`src/rtl/pin_irq_pkg.sv`:
```
package pin_irq_pkg;

  localparam int unsigned MODE_W   = 4;
  localparam int unsigned MODE_LSB = 16;

  typedef enum logic [MODE_W-1:0] {
    MODE_OFF    = 4'h0,
    MODE_LVL_LO = 4'h8,
    MODE_RISE   = 4'h9,
    MODE_FALL   = 4'hA,
    MODE_BOTH   = 4'hB,
    MODE_LVL_HI = 4'hC
  } irq_mode_e;

  typedef struct packed {
    logic lvl_lo;
    logic lvl_hi;
    logic rise;
    logic fall;
  } detect_sel_t;

  // unlisted codes fall through to no detection
  function automatic detect_sel_t decode_mode(logic [MODE_W-1:0] code);
    detect_sel_t sel;
    sel = '0;
    case (code)
      MODE_LVL_LO: sel.lvl_lo = 1'b1;
      MODE_LVL_HI: sel.lvl_hi = 1'b1;
      MODE_RISE:   sel.rise   = 1'b1;
      MODE_FALL:   sel.fall   = 1'b1;
      MODE_BOTH: begin
        sel.rise = 1'b1;
        sel.fall = 1'b1;
      end
      default: sel = '0;
    endcase
    return sel;
  endfunction

endpackage

```
`src/rtl/pin_irq_sync.sv`:
```
module pin_irq_sync #(
  parameter int unsigned WIDTH  = 32,
  parameter int unsigned STAGES = 2
) (
  input  logic             clk_i,
  input  logic             rst_ni,
  input  logic [WIDTH-1:0] d_i,
  output logic [WIDTH-1:0] q_o
);

  logic [STAGES-1:0][WIDTH-1:0] stage_q;

  always_ff @(posedge clk_i or negedge rst_ni) begin
    if (!rst_ni) stage_q[0] <= '0;
    else         stage_q[0] <= d_i;
  end

  for (genvar s = 1; s < STAGES; s++) begin : g_stage
    always_ff @(posedge clk_i or negedge rst_ni) begin
      if (!rst_ni) stage_q[s] <= '0;
      else         stage_q[s] <= stage_q[s-1];
    end
  end

  assign q_o = stage_q[STAGES-1];

endmodule

```
`src/rtl/pin_irq_cell.sv`:
```
module pin_irq_cell
  import pin_irq_pkg::*;
(
  input  logic              clk_i,
  input  logic              rst_ni,
  input  logic              cfg_we_i,
  input  logic [MODE_W-1:0] cfg_mode_i,
  input  logic              samp_i,
  output logic [MODE_W-1:0] mode_o,
  output logic              prev_o,
  output logic              evt_o
);

  logic [MODE_W-1:0] mode_q;
  logic              prev_q;
  detect_sel_t       sel;

  always_ff @(posedge clk_i or negedge rst_ni) begin
    if (!rst_ni) begin
      mode_q <= '0;
      prev_q <= 1'b0;
    end else begin
      prev_q <= samp_i;
      if (cfg_we_i) mode_q <= cfg_mode_i;
    end
  end

  assign sel = decode_mode(mode_q);

  assign evt_o = (sel.lvl_hi &  samp_i)
               | (sel.lvl_lo & ~samp_i)
               | (sel.rise   &  samp_i & ~prev_q)
               | (sel.fall   & ~samp_i &  prev_q);

  assign mode_o = mode_q;
  assign prev_o = prev_q;

endmodule

```
`src/rtl/pin_irq_status.sv`:
```
module pin_irq_status #(
  parameter int unsigned NUM_PINS = 32
) (
  input  logic                clk_i,
  input  logic                rst_ni,
  input  logic [NUM_PINS-1:0] set_i,
  input  logic [NUM_PINS-1:0] clr_i,
  output logic [NUM_PINS-1:0] status_o,
  output logic                any_o
);

  logic [NUM_PINS-1:0] status_q;

  // set dominates a coincident clear
  always_ff @(posedge clk_i or negedge rst_ni) begin
    if (!rst_ni) status_q <= '0;
    else         status_q <= (status_q & ~clr_i) | set_i;
  end

  assign status_o = status_q;
  assign any_o    = |status_q;

endmodule

```
`src/rtl/pin_irq_ctrl.sv`:
```
module pin_irq_ctrl
  import pin_irq_pkg::*;
#(
  parameter int unsigned NUM_PINS    = 32,
  parameter int unsigned SYNC_STAGES = 2,
  parameter int unsigned ADDR_W      = 8,
  parameter int unsigned STATUS_OFS  = 'hA0
) (
  input  logic                clk_i,
  input  logic                rst_ni,
  input  logic [NUM_PINS-1:0] pin_i,
  input  logic                bus_req_i,
  input  logic                bus_we_i,
  input  logic [ADDR_W-1:0]   bus_addr_i,
  input  logic [31:0]         bus_wdata_i,
  output logic [31:0]         bus_rdata_o,
  output logic                irq_o
);

  localparam int unsigned IDX_W = ADDR_W - 2;
  localparam logic [ADDR_W-1:0] CFG_END     = ADDR_W'(4 * NUM_PINS);
  localparam logic [ADDR_W-1:0] STATUS_ADDR = ADDR_W'(STATUS_OFS);

  logic [NUM_PINS-1:0]             samp_all;
  logic [NUM_PINS-1:0]             prev_all;
  logic [NUM_PINS-1:0]             evt;
  logic [NUM_PINS-1:0]             cfg_we;
  logic [NUM_PINS-1:0][MODE_W-1:0] mode_all;
  logic [NUM_PINS-1:0]             clr_mask;
  logic [NUM_PINS-1:0]             status_q;
  logic [IDX_W-1:0]                idx;
  logic                            cfg_hit;
  logic                            status_hit;
  logic                            wr_en;
  logic                            rd_en;
  logic [31:0]                     rd_mux;
  logic [31:0]                     rdata_q;

  assign idx        = bus_addr_i[ADDR_W-1:2];
  assign cfg_hit    = (bus_addr_i < CFG_END) && (bus_addr_i[1:0] == 2'b00);
  assign status_hit = (bus_addr_i == STATUS_ADDR);
  assign wr_en      = bus_req_i &  bus_we_i;
  assign rd_en      = bus_req_i & ~bus_we_i;

  pin_irq_sync #(
    .WIDTH  (NUM_PINS),
    .STAGES (SYNC_STAGES)
  ) u_sync (
    .clk_i  (clk_i),
    .rst_ni (rst_ni),
    .d_i    (pin_i),
    .q_o    (samp_all)
  );

  for (genvar n = 0; n < NUM_PINS; n++) begin : g_pin
    assign cfg_we[n] = wr_en & cfg_hit & (idx == IDX_W'(n));

    pin_irq_cell u_cell (
      .clk_i      (clk_i),
      .rst_ni     (rst_ni),
      .cfg_we_i   (cfg_we[n]),
      .cfg_mode_i (bus_wdata_i[MODE_LSB +: MODE_W]),
      .samp_i     (samp_all[n]),
      .mode_o     (mode_all[n]),
      .prev_o     (prev_all[n]),
      .evt_o      (evt[n])
    );
  end

  assign clr_mask = (wr_en & status_hit) ? bus_wdata_i[NUM_PINS-1:0] : '0;

  pin_irq_status #(
    .NUM_PINS (NUM_PINS)
  ) u_status (
    .clk_i    (clk_i),
    .rst_ni   (rst_ni),
    .set_i    (evt),
    .clr_i    (clr_mask),
    .status_o (status_q),
    .any_o    (irq_o)
  );

  always_comb begin
    rd_mux = '0;
    if (status_hit) begin
      rd_mux[NUM_PINS-1:0] = status_q;
    end else if (cfg_hit) begin
      for (int n = 0; n < NUM_PINS; n++) begin
        if (idx == IDX_W'(n)) rd_mux[MODE_LSB +: MODE_W] = mode_all[n];
      end
    end
  end

  always_ff @(posedge clk_i or negedge rst_ni) begin
    if (!rst_ni)    rdata_q <= '0;
    else if (rd_en) rdata_q <= rd_mux;
  end

  assign bus_rdata_o = rdata_q;

endmodule

```
`config.mk`:
```
export PLATFORM = sky130hd
export DESIGN_NAME = pin_irq_ctrl
export DESIGN_NICKNAME = d
export VERILOG_FILES = /design/src/rtl/pin_irq_pkg.sv /design/src/rtl/pin_irq_sync.sv /design/src/rtl/pin_irq_cell.sv /design/src/rtl/pin_irq_status.sv /design/src/rtl/pin_irq_ctrl.sv
export SDC_FILE = /design/constraint.sdc
export NUM_CORES = 1
export LEC_CHECK = 0
export ABC_CLOCK_PERIOD_IN_PS = 2900
export BUFFER_PORTS_ARGS = -buffer_cell sky130_fd_sc_hd__buf_2
export CAP_MARGIN = 20
export CORE_MARGIN = 1.5
export CORE_UTILIZATION = 60
export CTS_CLUSTER_SIZE = 20
export DETAILED_ROUTE_END_ITERATION = 8
export PLACE_DENSITY = 0.9
export RECOVER_POWER = 25
export SYNTH_ARGS = -nofsm -noshare
export SYNTH_HDL_FRONTEND = slang
export SYNTH_SLANG_ARGS = --single-unit
```
`constraint.sdc`:
```
create_clock -name clk_i -period 2.9 [get_ports clk_i]
set_clock_uncertainty 0.15 [all_clocks]
set_input_delay 0.58 -clock clk_i [delete_from_list [all_inputs] [get_ports clk_i]]
set_output_delay 0.58 -clock clk_i [all_outputs]
set_load 0.03 [all_outputs]
```
---- After elaboration in Yosys (flattened, before gate mapping) ----
Cells that the tools add are included.
storage, ports and cells
  output and inout bits ................... 33
  input bits .............................. 76
  register bits after elaboration ......... 288
cells by class
  bitwise operators ....................... 392
  mux-type cells .......................... 165
  reduce and logical (&&, ||, !) cells .... 68
  magnitude comparators ................... 1
  eq/ne operators ......................... 192
operators by type and width
  kind                                                             number
  4-bit == test, second input constant                             160
  1-bit bitwise AND                                                228
  4-bit 2-to-1 mux                                                 34
  1-bit 2-to-1 mux                                                 128
  2-bit OR reduction                                               64
  6-bit by 5-bit == test with 1-bit output, second input constant  16
  1-bit OR                                                         96
  1-bit inverter                                                   65
  6-bit by 4-bit == test with 1-bit output, second input constant  8
  32-bit bitwise AND                                               1
  32-bit 2-to-1 mux                                                1
  32-bit inverter                                                  1
  32-bit OR                                                        1
  32-bit OR reduction                                              1
  6-bit by 3-bit == test with 1-bit output, second input constant  4
  16-bit 2-to-1 mux                                                1
  6-bit by 2-bit == test with 1-bit output, second input constant  2
  12-bit 2-to-1 mux                                                1
  8-bit == test, second input constant                             1
  8-bit less-than comparator, second input constant                1
  6-bit by 1-bit == test with 1-bit output, second input constant  1
  6-bit logical NOT                                                1
  2-bit logical NOT                                                1
  1-bit logical AND                                                1

---- Longest topological paths before layout ----
  depth after elaboration ................. 35
  depth in mapped cells ................... 11

---- By module ----
From an unflattened synthesis, not the netlist that was laid out.
unflattened totals
  cells, all modules ...................... 1161
  area, all modules ....................... 13381.6 µm²
modules (own cells, without submodules)
  module          area each (µm²)  times used  sequential area each (µm²)  cells each
  pin_irq_cell    219.0            32          125.1                       16
  pin_irq_ctrl    3295.7           1           800.8                       446
  pin_irq_sync    1841.8           1           1601.5                      96
  pin_irq_status  1237.4           1           800.8                       107

---- Least setup slack after synthesis ----
OpenSTA, ideal clock, no wires.
  path kind ............................... input to register
  start point ............................. in bus_addr_i[2]
  end point ............................... reg g_pin[30].u_cell.mode_q[0]
  path buffers ............................ 3
  arrival time ............................ 2039 ps
  slack ................................... 586 ps
  cell stages on the path ................. 7
  cells stage by stage .................... buf_4 -> buf_4 -> buf_4 -> nor2_1 -> nand2_1 -> nor2_1 -> mux2_2
between the ends
  longest elaborated chain between the ends .. 4
RTL lines
  element                     RTL line            source
  start: declaration          pin_irq_ctrl.sv:14  input logic [ADDR_W-1:0] bus_addr_i,
  8-bit less-than comparator  pin_irq_ctrl.sv:40  assign cfg_hit = (bus_addr_i < CFG_END) && (bus_addr_i[1:0] == 2'b00);
  1-bit logical AND           pin_irq_ctrl.sv:40
  1-bit bitwise AND           pin_irq_ctrl.sv:56  assign cfg_we[n] = wr_en & cfg_hit & (idx == IDX_W'(n));
  1-bit bitwise AND (*)       pin_irq_ctrl.sv:56
  end signal: assignment      pin_irq_cell.sv:24  if (cfg_we_i) mode_q <= cfg_mode_i;
  end: declaration            pin_irq_cell.sv:14  logic [MODE_W-1:0] mode_q;
Every way passes the cells marked *; elsewhere a longest branch is shown, timed or not.
A chain may end at the register's enable or synchronous reset.

---- Final worst setup path ----
  start point ............................. reg u_status.status_q[6], in the netlist u_status.status_o[6]
  end point ............................... out irq_o
between the ends
  longest elaborated chain between the ends .. 1
RTL lines
  element                   RTL line              source
  start: declaration        pin_irq_status.sv:12  logic [NUM_PINS-1:0] status_q;
  start signal: assignment  pin_irq_status.sv:17  else status_q <= (status_q & ~clr_i) | set_i;
  32-bit OR reduction       pin_irq_status.sv:21  assign any_o = |status_q;
  end: declaration          pin_irq_ctrl.sv:17    output logic irq_o
Every way passes these cells.

==> impl_metrics.csv <==
group,metric,value,unit
outcome,status,"complete, but fails checks",
outcome,failed_checks,"max-capacitance violations, max-slew violations",
die,num_io_pins,109,
yosys,yosysWarningCount,0,
drt,drtIter0Drc,1033,
final_layout,final_layout_size_suffix_gt1_frac,0.296,
yosys,ys_ff_latch,288,
pwr,vdd_drop_max,0.000553,V
global_route,grt_pass1_wl,57.7,mm
drt,remaining_drc_errors,0,
timing,slew_violations,66,
hold_path,hold_end,"u_status.status_o[23]$_DFF_PN0_",
cts,clock_path_buffers,3,
critical_path,crit_path_end_kind,"output port",
timing,finalCriticalPeriod,2.83,ns
cts,htreeDepth,1,
critical_path,startpoint_type,"register",
place,dp_hpwl,25.3,mm
timing,max_slew_margin,-0.218,
cts,clockRootBuffer,"clkbuf_16",
yosys,netlist_instances,1062,
drt,detail-route-antenna-nets,0,
die,die_w,148,µm
yosys,yosysUniqueCellTypes,65,
yosys,synth-main-ff-cell,"dfrtp_1",
hold_path,min_path_cells,3,
hold_path,hold_path_class,"input port to register",
hold_path,holdCritStartpoint,"bus_wdata_i[23]",
timing,finalSetupViolCount,0,
final_layout,num-fill-cells,1334,
drt,wl,36.6,mm
yosys,syn_nets,1138,
die,coreArea,20400,µm²
critical_path,critPathArrivalTime,2.10,ns
die,die_y,148,µm
cts,cts_tree,"yes",
critical_path,r2r_slack,0.62,ns
drt,avgViaCountPerCell,6.43,
cts,clk_latency,0.55,ns
final_layout,layout_common_cells,"dfrtp_1, mux2_2, buf_2",
global_route,grt_use_total,0.343,
global_route,gr-total-overflow,0,
final_layout,multi_input_area,5080,µm²
critical_path,path_class,"register to output port",
critical_path,rr_worst_depth,6,
cts,cts_setup_buffers,0,
final_layout,final_common_cell,"dfrtp_1",
die,initial_core_util,0.619,
yosys,avgSynthCellArea,11.9,µm²
pwr,p_leak,7.19,nW
cts,clk_pin_slew,0.06,ns
place,numPortBuffers,108,
timing,fmax,353,MHz
critical_path,path_max_fanout,3,
timing,rsz0062_at_grt,"no",
yosys,synth-seq-area-share,0.570,
global_route,antenna_found_initial,2,
die,row_count,52,
timing,timing.final.crit_share,0.977,
timing,tightest_slew,1.83,ns
critical_path,reg2reg_from,"g_pin[3].u_cell.mode_o[3]$_DFFE_PN0P_",
final_layout,fin_nets,1317,
yosys,synth_edf_count,0,
final_layout,syn2layout_area_growth,20.5,%
pwr,p_total,9.29,mW
drt,first_pass_iters,8,
critical_path,slowest_stage,"dfrtp_1",
critical_path,critPathMaxStageDelay,0.51,ns
yosys,postSynth.asyncResetShare,1.00,
pwr,p_per_area,610,nW/µm²
yosys,synthesis.area,12600,µm²
drt,vias,9883,
timing,hold_viol,0,
global_route,grt_pass1_vias,10100,
final_layout,seqCellArea,7210,µm²
critical_path,crit_chain,"nor4_4 -> nand4_1 -> or2_2 -> buf_2",
critical_path,cp_num_buf_inv,1,
die,dieArea,22000,µm²
cts,cts_buffers,28,
run,max_cap_viol_count,1,
place,place_congestion,0.978,
cts,clock_sinks,288,
timing,fin_setup_tns,0,ns
global_route,grt_max_degree,69,
drt,wire_per_inst,23.8,µm
critical_path,r2r_end,"bus_rdata_o[19]$_DFFE_PN0P_",
critical_path,crit_required,2.17,ns
critical_path,path_delay_family,"simple AND/OR/NAND/NOR gates",
-- per-stage QoR --
step	utilization	std cells	hold slack, ns	instance area [µm²]	worst slack [ns]
final	0.746	1536	0.166	15200	0.0653
after CTS	0.745	1533	0.156	15200	0.00598
after global routing	0.746	1533	0.173	15200	0.0250
after detailed placement	0.675	1448	0.185	13800	0.178
after global placement	0.675	1448	0.182	13800	0.214
after floorplan	-	1062	0.134	12600	0.586
-- routing by layer --
metal	up-vias	GRT usage	wire, µm
met3	109	0.0917	3640
met2	574	0.533	16900
li1	4267	-	-
met4	0	0.135	1470
met5	-	0	0
met1	4933	0.466	14600
-- what timing repair did --
action | 4_1_cts | 5_1_grt
pin swaps | 0 | 0
endpoints found under the hold margin | 93 | 0
resized for setup | 1 | 3
setup endpoints to repair | 1 | 1
hold buffers | 33 | 0
-- synthesized netlist by cell type, types with 10 or more instances --
cell type | count | area [µm²]
a21oi_1 | 25 | 125
a22o_1 | 63 | 552
a22oi_1 | 10 | 75.1
a31oi_1 | 34 | 213
buf_2 | 18 | 90.1
clkbuf_1 | 20 | 75.1
dfrtp_1 | 288 | 7210
inv_1 | 36 | 135
mux2_2 | 132 | 1490
mux2i_1 | 10 | 100
nand2_1 | 105 | 394
nor2_1 | 88 | 330
o21ai_0 | 34 | 170
o32ai_1 | 33 | 289
xor2_1 | 31 | 272
-- final cells by class --
cell class | instances | share of cell area
diodes | 3 | 0.000493
clock buffers | 37 | 0.0529
clock inverters | 15 | 0.0187
inverters | 38 | 0.00936
multi-input cells | 687 | 0.333
flip-flops and latches | 288 | 0.473
well taps | 270 | 0.0222
repair buffers | 198 | 0.0901
-- flip-flops by register name, indices dropped and copies added (netlist names) --
register,flops
bus_rdata_o,32
g_pin.u_cell.mode_o,128
g_pin.u_cell.prev_o,32
u_status.status_o,32
u_sync.q_o,32
u_sync.stage_q,32
-- worst max-delay path by stage --
stage / to / start / slack [ns] / cells past startpoint
floorplan: g_pin[30].u_cell.mode_o[0]$_DFFE_PN0P_ / bus_addr_i[2] / 0.59 / 7
global placement: bus_rdata_o[17]$_DFFE_PN0P_ / bus_addr_i[7] / 0.21 / 8
detailed placement: bus_rdata_o[17]$_DFFE_PN0P_ / bus_addr_i[7] / 0.18 / 8
CTS: irq_o / u_status.status_o[6]$_DFF_PN0_ / 0.006 / 4
global route: irq_o / u_status.status_o[9]$_DFF_PN0_ / 0.03 / 4
finish: irq_o / u_status.status_o[6]$_DFF_PN0_ / 0.07 / 4
-- where the power goes --
part / switching (mW) / leakage (nW) / internal (mW)
combinational: 0.381 / 2.91 / 0.296
clock: 1.55 / 0.534 / 2.67
sequential: 0.218 / 3.74 / 4.18
total: 2.15 / 7.19 / 7.15
-- logic make-up after synthesis --
group,after synthesis,synth area share
simple gates,263,0.0999
flops,288,0.570
buf+inv,87,0.0309
mux,148,0.136
compound gates,245,0.142
xor+xnor,31,0.0215
-- worst reg2reg max path, delay by kind of cell, from the launching register on --
| kind | cells | cell delay, ns |
|---|---|---|
| DFF | 1 | 0.43 |
| AOI/OAI and AO/OA | 4 | 0.93 |
| and+or+nand+nor | 1 | 0.15 |
| muxes | 1 | 0.49 |
Power figures use the tool's default switching activity.
